File: src/rtl/ci2c_pkg.sv
package ci2c_pkg;

  typedef enum logic [2:0] {
    S_IDLE, S_ADDR, S_RX, S_ACK, S_TX, S_MACK, S_DONE
  } bus_state_t;

  localparam logic [7:0] CRC_POLY = 8'h07;

  // one byte through the CRC-8 register, MSB first
  function automatic logic [7:0] crc8_step(input logic [7:0] c, input logic [7:0] b);
    logic [7:0] r;
    r = c ^ b;
    for (int i = 0; i < 8; i++) begin
      r = r[7] ? ({r[6:0], 1'b0} ^ CRC_POLY) : {r[6:0], 1'b0};
    end
    return r;
  endfunction

  // header (address + direction, index) followed by the data byte
  function automatic logic [7:0] crc8_hdr(input logic [6:0] dev, input logic rw,
                                          input logic [7:0] idx, input logic [7:0] dat);
    return crc8_step(crc8_step(crc8_step(8'h00, {dev, rw}), idx), dat);
  endfunction

endpackage

File: src/rtl/ci2c_line_sync.sv
module ci2c_line_sync #(
  parameter int STAGES = 2
) (
  input  logic clk,
  input  logic rst_n,
  input  logic scl_i,
  input  logic sda_i,
  output logic sda_s,
  output logic scl_rise,
  output logic scl_fall,
  output logic start_det,
  output logic stop_det
);
  logic [STAGES-1:0] scl_ff, sda_ff;
  logic scl_d, sda_d, scl_now;

  always_ff @(posedge clk or negedge rst_n) begin
    if (!rst_n) begin
      scl_ff <= '1;
      sda_ff <= '1;
      scl_d  <= 1'b1;
      sda_d  <= 1'b1;
    end else begin
      scl_ff <= {scl_ff[STAGES-2:0], scl_i};
      sda_ff <= {sda_ff[STAGES-2:0], sda_i};
      scl_d  <= scl_ff[STAGES-1];
      sda_d  <= sda_ff[STAGES-1];
    end
  end

  assign scl_now   = scl_ff[STAGES-1];
  assign sda_s     = sda_ff[STAGES-1];
  assign scl_rise  = scl_now & ~scl_d;
  assign scl_fall  = ~scl_now & scl_d;
  assign start_det = scl_now & scl_d & sda_d & ~sda_s;
  assign stop_det  = scl_now & scl_d & ~sda_d & sda_s;
endmodule

File: src/rtl/ci2c_frame_check.sv
module ci2c_frame_check
  import ci2c_pkg::*;
#(
  parameter logic [6:0] DEV_ADDR    = 7'h64,
  parameter int         IDX_W       = 6,
  parameter int         FRAME_BYTES = 4,
  parameter int         CNT_W       = 3
) (
  input  logic             stop,
  input  logic [CNT_W-1:0] nbytes,
  input  logic [7:0]       idx,
  input  logic [7:0]       dat,
  input  logic [7:0]       crc_rx,
  output logic             wr_en,
  output logic             crc_set,
  output logic             idx_set
);
  logic full, idx_ok, crc_ok;

  assign full    = stop && (nbytes == CNT_W'(FRAME_BYTES));
  assign idx_ok  = (idx[7:IDX_W] == '0);
  assign crc_ok  = (crc8_hdr(DEV_ADDR, 1'b0, idx, dat) == crc_rx);
  assign wr_en   = full && idx_ok && crc_ok;
  assign idx_set = full && !idx_ok;
  assign crc_set = full && idx_ok && !crc_ok;
endmodule

File: src/rtl/ci2c_regfile.sv
module ci2c_regfile #(
  parameter int IDX_W = 6
) (
  input  logic             clk,
  input  logic             rst_n,
  input  logic             we,
  input  logic [IDX_W-1:0] waddr,
  input  logic [7:0]       wdata,
  input  logic [IDX_W-1:0] raddr,
  output logic [7:0]       rdata,
  input  logic [IDX_W-1:0] paddr,
  output logic [7:0]       pdata
);
  localparam int DEPTH = 1 << IDX_W;
  logic [7:0] mem [DEPTH];

  always_ff @(posedge clk or negedge rst_n) begin
    if (!rst_n) begin
      for (int i = 0; i < DEPTH; i++) mem[i] <= 8'h00;
    end else if (we) begin
      mem[waddr] <= wdata;
    end
  end

  assign rdata = mem[raddr];
  assign pdata = mem[paddr];
endmodule

File: src/rtl/crc_i2c_target.sv
module crc_i2c_target
  import ci2c_pkg::*;
#(
  parameter logic [6:0] DEV_ADDR    = 7'h64,
  parameter int         IDX_W       = 6,
  parameter int         FRAME_BYTES = 4
) (
  input  logic             clk,
  input  logic             rst_n,
  input  logic             scl_i,
  input  logic             sda_i,
  output logic             sda_oe,
  input  logic             err_clr,
  output logic             crc_err,
  output logic             idx_err,
  input  logic [IDX_W-1:0] peek_idx,
  output logic [7:0]       peek_data
);
  localparam int CNT_W = $clog2(FRAME_BYTES + 2);

  logic sda_s, scl_rise, scl_fall, start_det, stop_det;
  logic wr_en, crc_set, idx_set, quiet;
  bus_state_t st;
  logic [3:0]       bitc;
  logic [7:0]       sh, tx_sh, tx_dat;
  logic [7:0]       idx_q, dat_q, crc_q;
  logic [CNT_W-1:0] nbytes;
  logic             to_tx, crc_phase, mack;
  logic [7:0]       rf_rd, rd_byte, rd_crc;
  logic             idx_ok;

  ci2c_line_sync #(.STAGES(2)) u_sync (
    .clk(clk), .rst_n(rst_n), .scl_i(scl_i), .sda_i(sda_i), .sda_s(sda_s),
    .scl_rise(scl_rise), .scl_fall(scl_fall), .start_det(start_det), .stop_det(stop_det)
  );

  ci2c_frame_check #(.DEV_ADDR(DEV_ADDR), .IDX_W(IDX_W), .FRAME_BYTES(FRAME_BYTES),
                     .CNT_W(CNT_W)) u_fchk (
    .stop(stop_det), .nbytes(nbytes), .idx(idx_q), .dat(dat_q), .crc_rx(crc_q),
    .wr_en(wr_en), .crc_set(crc_set), .idx_set(idx_set)
  );

  ci2c_regfile #(.IDX_W(IDX_W)) u_rf (
    .clk(clk), .rst_n(rst_n), .we(wr_en), .waddr(idx_q[IDX_W-1:0]), .wdata(dat_q),
    .raddr(idx_q[IDX_W-1:0]), .rdata(rf_rd), .paddr(peek_idx), .pdata(peek_data)
  );

  assign idx_ok  = (idx_q[7:IDX_W] == '0);
  assign rd_byte = idx_ok ? rf_rd : 8'h00;
  assign rd_crc  = crc8_hdr(DEV_ADDR, 1'b1, idx_q, tx_dat);
  assign quiet   = (st == S_IDLE) || (st == S_DONE);

  // bus engine
  always_ff @(posedge clk or negedge rst_n) begin
    if (!rst_n) begin
      st <= S_IDLE; bitc <= '0; sh <= '0; tx_sh <= '0; tx_dat <= '0;
      idx_q <= '0; dat_q <= '0; crc_q <= '0; nbytes <= '0;
      to_tx <= 1'b0; crc_phase <= 1'b0; mack <= 1'b0; sda_oe <= 1'b0;
    end else if (start_det) begin
      st <= S_ADDR; bitc <= '0; nbytes <= '0; sda_oe <= 1'b0;
    end else if (stop_det) begin
      st <= S_IDLE; nbytes <= '0; sda_oe <= 1'b0;
    end else begin
      case (st)
        S_ADDR, S_RX: begin
          if (scl_rise) begin
            sh   <= {sh[6:0], sda_s};
            bitc <= bitc + 4'd1;
          end else if (scl_fall && bitc == 4'd8) begin
            bitc <= '0;
            if (st == S_ADDR) begin
              if (sh[7:1] == DEV_ADDR) begin
                sda_oe <= 1'b1; to_tx <= sh[0]; st <= S_ACK;
              end else begin
                st <= S_IDLE;
              end
            end else begin
              case (nbytes)
                CNT_W'(0): idx_q <= sh;
                CNT_W'(1): dat_q <= sh;
                CNT_W'(2): crc_q <= sh;
                default: ;
              endcase
              if (nbytes != CNT_W'(FRAME_BYTES + 1)) nbytes <= nbytes + 1'b1;
              to_tx <= 1'b0;
              if (nbytes < CNT_W'(FRAME_BYTES)) begin
                sda_oe <= 1'b1; st <= S_ACK;
              end else begin
                st <= S_DONE;
              end
            end
          end
        end
        S_ACK: begin
          if (scl_fall) begin
            if (to_tx) begin
              tx_sh <= rd_byte; tx_dat <= rd_byte; sda_oe <= ~rd_byte[7];
              crc_phase <= 1'b0; bitc <= '0; st <= S_TX;
            end else begin
              sda_oe <= 1'b0; st <= S_RX;
            end
          end
        end
        S_TX: begin
          if (scl_fall) begin
            if (bitc == 4'd7) begin
              sda_oe <= 1'b0; bitc <= '0; st <= S_MACK;
            end else begin
              tx_sh  <= {tx_sh[6:0], 1'b0};
              sda_oe <= ~tx_sh[6];
              bitc   <= bitc + 4'd1;
            end
          end
        end
        S_MACK: begin
          if (scl_rise) begin
            mack <= ~sda_s;
          end else if (scl_fall) begin
            if (mack && !crc_phase) begin
              tx_sh <= rd_crc; sda_oe <= ~rd_crc[7]; crc_phase <= 1'b1;
              bitc <= '0; st <= S_TX;
            end else begin
              st <= S_DONE;
            end
          end
        end
        default: ;
      endcase
    end
  end

  // sticky flags, clear has priority
  always_ff @(posedge clk or negedge rst_n) begin
    if (!rst_n) begin
      crc_err <= 1'b0;
      idx_err <= 1'b0;
    end else if (err_clr) begin
      crc_err <= 1'b0;
      idx_err <= 1'b0;
    end else begin
      crc_err <= crc_err | crc_set;
      idx_err <= idx_err | idx_set;
    end
  end
endmodule

File: config.mk
export PLATFORM = sky130hd
export DESIGN_NAME = crc_i2c_target
export DESIGN_NICKNAME = d
export VERILOG_FILES = /design/src/rtl/ci2c_pkg.sv /design/src/rtl/ci2c_line_sync.sv /design/src/rtl/ci2c_frame_check.sv /design/src/rtl/ci2c_regfile.sv /design/src/rtl/crc_i2c_target.sv
export SDC_FILE = /design/constraint.sdc
export NUM_CORES = 1
export LEC_CHECK = 0
export BUFFER_PORTS_ARGS = -buffer_cell sky130_fd_sc_hd__buf_2
export CORE_MARGIN = 2
export CORE_UTILIZATION = 50
export DETAILED_ROUTE_END_ITERATION = 10
export MAX_ROUTING_LAYER = met4
export PLACE_DENSITY = 0.68
export SLEW_MARGIN = 5
export SYNTH_ARGS = -nofsm -noshare
export SYNTH_HDL_FRONTEND = slang
export SYNTH_SLANG_ARGS = --single-unit
export TNS_END_PERCENT = 20
File: constraint.sdc
create_clock -name clk -period 15.4 [get_ports clk]
set_input_delay 3.85 -clock clk [delete_from_list [all_inputs] [get_ports clk]]
set_output_delay 3.85 -clock clk [all_outputs]
set_load 0.05 [all_outputs]
# [After elaboration in Yosys (flattened, before gate mapping)]
# Cells that the tools add are included.
[word_totals] ff_bits=581 inputBits=11 output_inout_bits=11
[classes] addsub=2 order_cmp=4 n_eq_ne=41 mux=109 bitwise=58 reduce_logical=34
[op_table] cell="$bwmux 512" count=1
[op_table] cell="$mux 3" count=51
[op_table] cell="$bmux 8 s6" count=2
[op_table] cell="$not 3->3" count=32
[op_table] cell="$mux 7" count=7
[op_table] cell="$demux 8 s6" count=1
[op_table] cell="$mux 8" count=6
[op_table] cell="$mux 4" count=11
[op_table] cell="$ne 4x3->1 const B" count=8
[op_table] cell="$mux 1" count=23
[op_table] cell="$ne 3x3->1 const B" count=7
[op_table] cell="$pmux 7 s3" count=1
[op_table] cell="$reduce_and 7->1" count=3
[op_table] cell="$reduce_and 10->1" count=2
[op_table] cell="$ne 2x2->1 const B" count=8
[op_table] cell="$pmux 4 s4" count=1
[op_table] cell="$reduce_and 8->1" count=2
[op_table] cell="$xor 8x8->8" count=2
[op_table] cell="$ge 7x7->1 const B" count=2
[op_table] cell="$not 6->7" count=2
[op_table] cell="$pmux 3 s4" count=1
[op_table] cell="$reduce_bool 3->1" count=4
[op_table] cell="$not 1->1" count=11
[op_table] cell="$ne 5x4->1 const B" count=2
[op_table] cell="other kinds (34)" count=58

# [Logic depth before layout (Yosys ltp)]
[depth] ltp_word=39 depth_mapped=12

# [By module]
# A second synthesis with hierarchy kept.
[unflattened] hier_cells=2169 area_unflattened_um2=31856.8
[modules_own_cells] mod="ci2c_regfile" n_inst=1 cells_each=1769 area_per_inst_um2=27547.7
[modules_own_cells] mod="crc_i2c_target" n_inst=1 cells_each=333 area_per_inst_um2=3549.7
[modules_own_cells] mod="ci2c_frame_check" n_inst=1 cells_each=57 area_per_inst_um2=569.3
[modules_own_cells] mod="ci2c_line_sync" n_inst=1 cells_each=10 area_per_inst_um2=190.2

# [Worst setup path before layout]
# Ideal clock, no wire load.
[synth_path] kind="input-to-output" startpoint="input peek_idx[0]" endpoint="output peek_data[2]" t_arrival_ps=6538 required_ps=11550 slack_ps=5012 cell_stages=5 path_buffers=2 cell_sequence="clkbuf_1 > buf_1 > mux4_2 > mux4_2 > mux4_2"
[synth_between] elab_chain_cells=4
[synth_rtl] element="from (decl)" line="crc_i2c_target.sv:16" text="input logic [IDX_W-1:0] peek_idx,"
[synth_rtl] element="$not 6->7 (implied by the code)" line="ci2c_regfile.sv:26" text="assign pdata = mem[paddr];"
[synth_rtl] element="$bmux 8 s6" line="ci2c_regfile.sv:26"
[synth_rtl] element="$mux 8 (implied by the code) (2 in series)" line="ci2c_regfile.sv:26"
[synth_rtl] element="to (decl)" line="crc_i2c_target.sv:17" text="output logic [7:0] peek_data"
# Every way passes these cells. The select of a mux whose other input is x is not followed.

# [Worst setup path after layout]
[layout_path] startpoint="input peek_idx[0]" endpoint="output peek_data[4]"
# Same word-level chain as after synthesis.

==> impl_metrics.yaml <==
sta:
  max_slew_margin: 0.149
  setup_violations: 0
  max_freq_mhz: 90.0
  rsz0062_at_grt: "no"
  fin_ws_ns: 4.28
  tightest_slew_ns: 1.27
  finalMaxSlewViolations: 0
  fin_crit_ns: 11.12
  fin_setup_tns_ns: 0
  min_period_over_period: 0.722
  fin_hold_ws_ns: 0.357
  hold_viol: 0
  skew_ns: 0.0187
logic_synthesis:
  synthTopCellsByArea: "dfrtp_1 (45%), mux2_2 (20%), mux4_2 (14%)"
  ys_warn_count: 0
  synth_xor_area_frac: 0.0230
  muxShareOfSynthArea: 0.372
  synth_top_family_by_area: "multiplexers"
  synth_ff_type: "dfrtp_1"
  synth_nets: 2330
  async_flop_share: 1.00
  yosysTopAreaCell: "dfrtp_1"
  synth_compound_area_frac: 0.0691
  yosys.cell_types.count: 76
  netlist_instances: 2308
  syn_area_per_cell_sq_um: 14.0
  ys_seq_area_frac: 0.451
  synth_area_sq_um: 32300
  ys_seq_elements: 581
  netlist.area_leader.share: 0.446
  synth_simple_gate_area_frac: 0.0541
  synth_edf_count: 0
  synth_fa_ha_area_frac: 0.00427
place:
  dp_slack_ns: 4.27
  dp.cells: 3037
  placed_cell_area_sq_um: 33100
  dp_hpwl_um: 63500
  port_buffers: 21
  gp_congestion: 0.941
drt:
  drc: 0
  vias: 22300
  dr.pass1.iters: 9
  drtIter0Drc: 2838
  detail-route-antenna-nets: 0
  wl_um: 102000
  viasPerCell: 7.07
  wl_per_cell_um: 32.3
critical_path:
  crit_path_end_kind: "primary output"
  cp_max_fo: 57
  max_stage_delay_ns: 0.80
  cp_data_arrival_time_ns: 7.27
  r2r_cells: 9
  r2r_end: "u_rf.mem[107]$_DFFE_PN0P_"
  worst_setup_path_start_kind: "input pin"
  cp_data_required_time_ns: 11.55
  reg2reg_slack_ns: 9.85
  path_class: "in -> out"
  r2r-start: "idx_q[4]$_DFFE_PN0P_"
  cp_cell_sequence: "clkbuf_8 > buf_4 > mux4_2 > mux4_2 > mux4_2 > buf_2"
  crit_top_cell: "mux4_2"
  cp_slowest_cell: "buf_4"
clock_tree:
  cts_tree: "yes"
  root_buffer: "clkbuf_16"
  cts.htree.levels: 2
  cts-resized-gates: 0
  clk_path_buf_depth: 3
  cts_setup_buffers: 0
  clkTransAtPathRegs_ns: 0.06
  numClockSinks: 581
  clkLatencyLatePin_ns: 0.64
  numCtsBuffers: 61
  cts_hold_buf: 0
floorplanning:
  floorplan.initialDensity: 0.503
  rows: 93
  coreArea_sq_um: 64100
  dieWidth_um: 258
  dieArea_sq_um: 66600
  ios: 22
  die_height_um: 258
finish:
  final_core_util: 0.552
  final_nets: 2267
  synthToLayoutAreaGrowth_pct: 9.73
  layout-drive-gt1-share: 0.458
  instances_no_fill: 3156
  design_area_sq_um: 35400
global_routing:
  grt_max_degree: 119
  antenna_found_initial: 4
  grt_overflow: 0
  grt_pass1_wl_um: 153000
  grt_pass1_vias: 22400
  grt_use_total: 0.319
pwr:
  leakage_nw: 16.1
  power.total_mw: 3.38
  peakVddDrop_mv: 0.0728
  power-per-cell-area_nw_per_um2: 95.6
run_status:
  outcome: "finished clean"
job:
  maxCapViolCount: 0
hold_path:
  min_path_type: "reg -> reg"
  hold_end: "u_sync.sda_ff[1]$_DFF_PN1_"
  holdPathStages: 0
  hp-start: "u_sync.sda_ff[0]$_DFF_PN1_"
-- worst max-delay path: cells and delay by family --
| kind | cells | cell delay (ns) |
|---|---|---|
| mux | 3 | 1.73 |
| buf+inv | 3 | 1.60 |
-- cell usage after synthesis (36+ instances only) --
cell type,count
a22oi_1,42
a21oi_1,42
nor3_4,40
xnor2_1,47
nand2_1,81
nand3_1,41
dfrtp_1,575
o21ai_0,36
clkbuf_1,139
buf_1,38
nor2_1,47
mux4_2,198
a221oi_1,55
mux2_4,40
mux2i_1,55
mux2_2,564
-- layout by cell type (no fill, tap or decap), drive strengths merged, types with 12 or more instances in the layout --
cell,netlist,routed
mux2,608,608
dfrtp,575,575
mux4,198,198
clkbuf,139,89
nand2,81,81
buf,56,68
mux2i,55,55
a221oi,55,55
nor3,54,54
xnor2,47,47
nor2,47,47
a22oi,43,43
a21oi,42,42
nand3,41,41
o21ai,36,36
o221ai,18,18
inv,16,18
o2bb2ai,16,16
nor2b,16,16
clkinv,4,13
o22ai,12,12
-- state kept, by name, indices dropped and copies added (netlist names), 4 cells and up --
name,flops
u_rf.mem,512
crc_q,8
dat_q,8
idx_q,8
sh,8
tx_dat,8
tx_sh,7
bitc,4
-- cells by family (layout without fill, tap and decap cells) --
| kind of cell | count (synthesis) | in the layout |
|---|---|---|
| muxes | 861 | 861 |
| adders and majority gates | 11 | 11 |
| DFF | 581 | 581 |
| other | 0 | 4 |
| buffers and inverters | 215 | 204 |
| and+or+nand+nor | 274 | 274 |
| xor gates and xnor gates | 67 | 67 |
| AOI/OAI and AO/OA | 299 | 299 |
-- worst max path at each step --
stage | from | endpoint | slack, ns | cells past startpoint
after global routing | peek_idx[0] | peek_data[1] | 4.11 | 6
after floorplan | peek_idx[0] | peek_data[2] | 5.01 | 5
after global placement | peek_idx[0] | peek_data[2] | 4.33 | 6
final | peek_idx[0] | peek_data[4] | 4.28 | 6
after CTS | peek_idx[0] | peek_data[2] | 4.27 | 6
after detailed placement | peek_idx[0] | peek_data[2] | 4.27 | 6
-- layout make-up --
cell class / count / area (sq um)
Inverter: 20 / 75.1
Timing Repair Buffer: 69 / 515
Clock buffer: 88 / 1840
Multi-Input combinational cell: 1512 / 16900
Sequential cell: 581 / 14600
Fill cell: 5069 / 28700
Antenna cell: 4 / 10.0
Clock inverter: 27 / 408
Tap cell: 855 / 1070
-- layer usage --
| layer | vias up | global-route usage | wire length (um) | part of all wire |
|---|---|---|---|---|
| met3 | 363 | 0.0856 | 11700 | 0.11 |
| met4 | 0 | 0.145 | 5350 | 0.052 |
| met5 | - | - | 0 | 0 |
| met1 | 11700 | 0.425 | 39800 | 0.39 |
| li1 | 8796 | - | - | - |
| met2 | 1449 | 0.457 | 45200 | 0.44 |
-- report_power, final --
| group | total, mW | switching, mW | internal, mW |
|---|---|---|---|
| combinational | 0.161 | 0.0996 | 0.0612 |
| clock | 1.64 | 0.648 | 0.995 |
| sequential | 1.58 | 0.0395 | 1.54 |
Note: power is estimated with default switching activity, not from simulation.
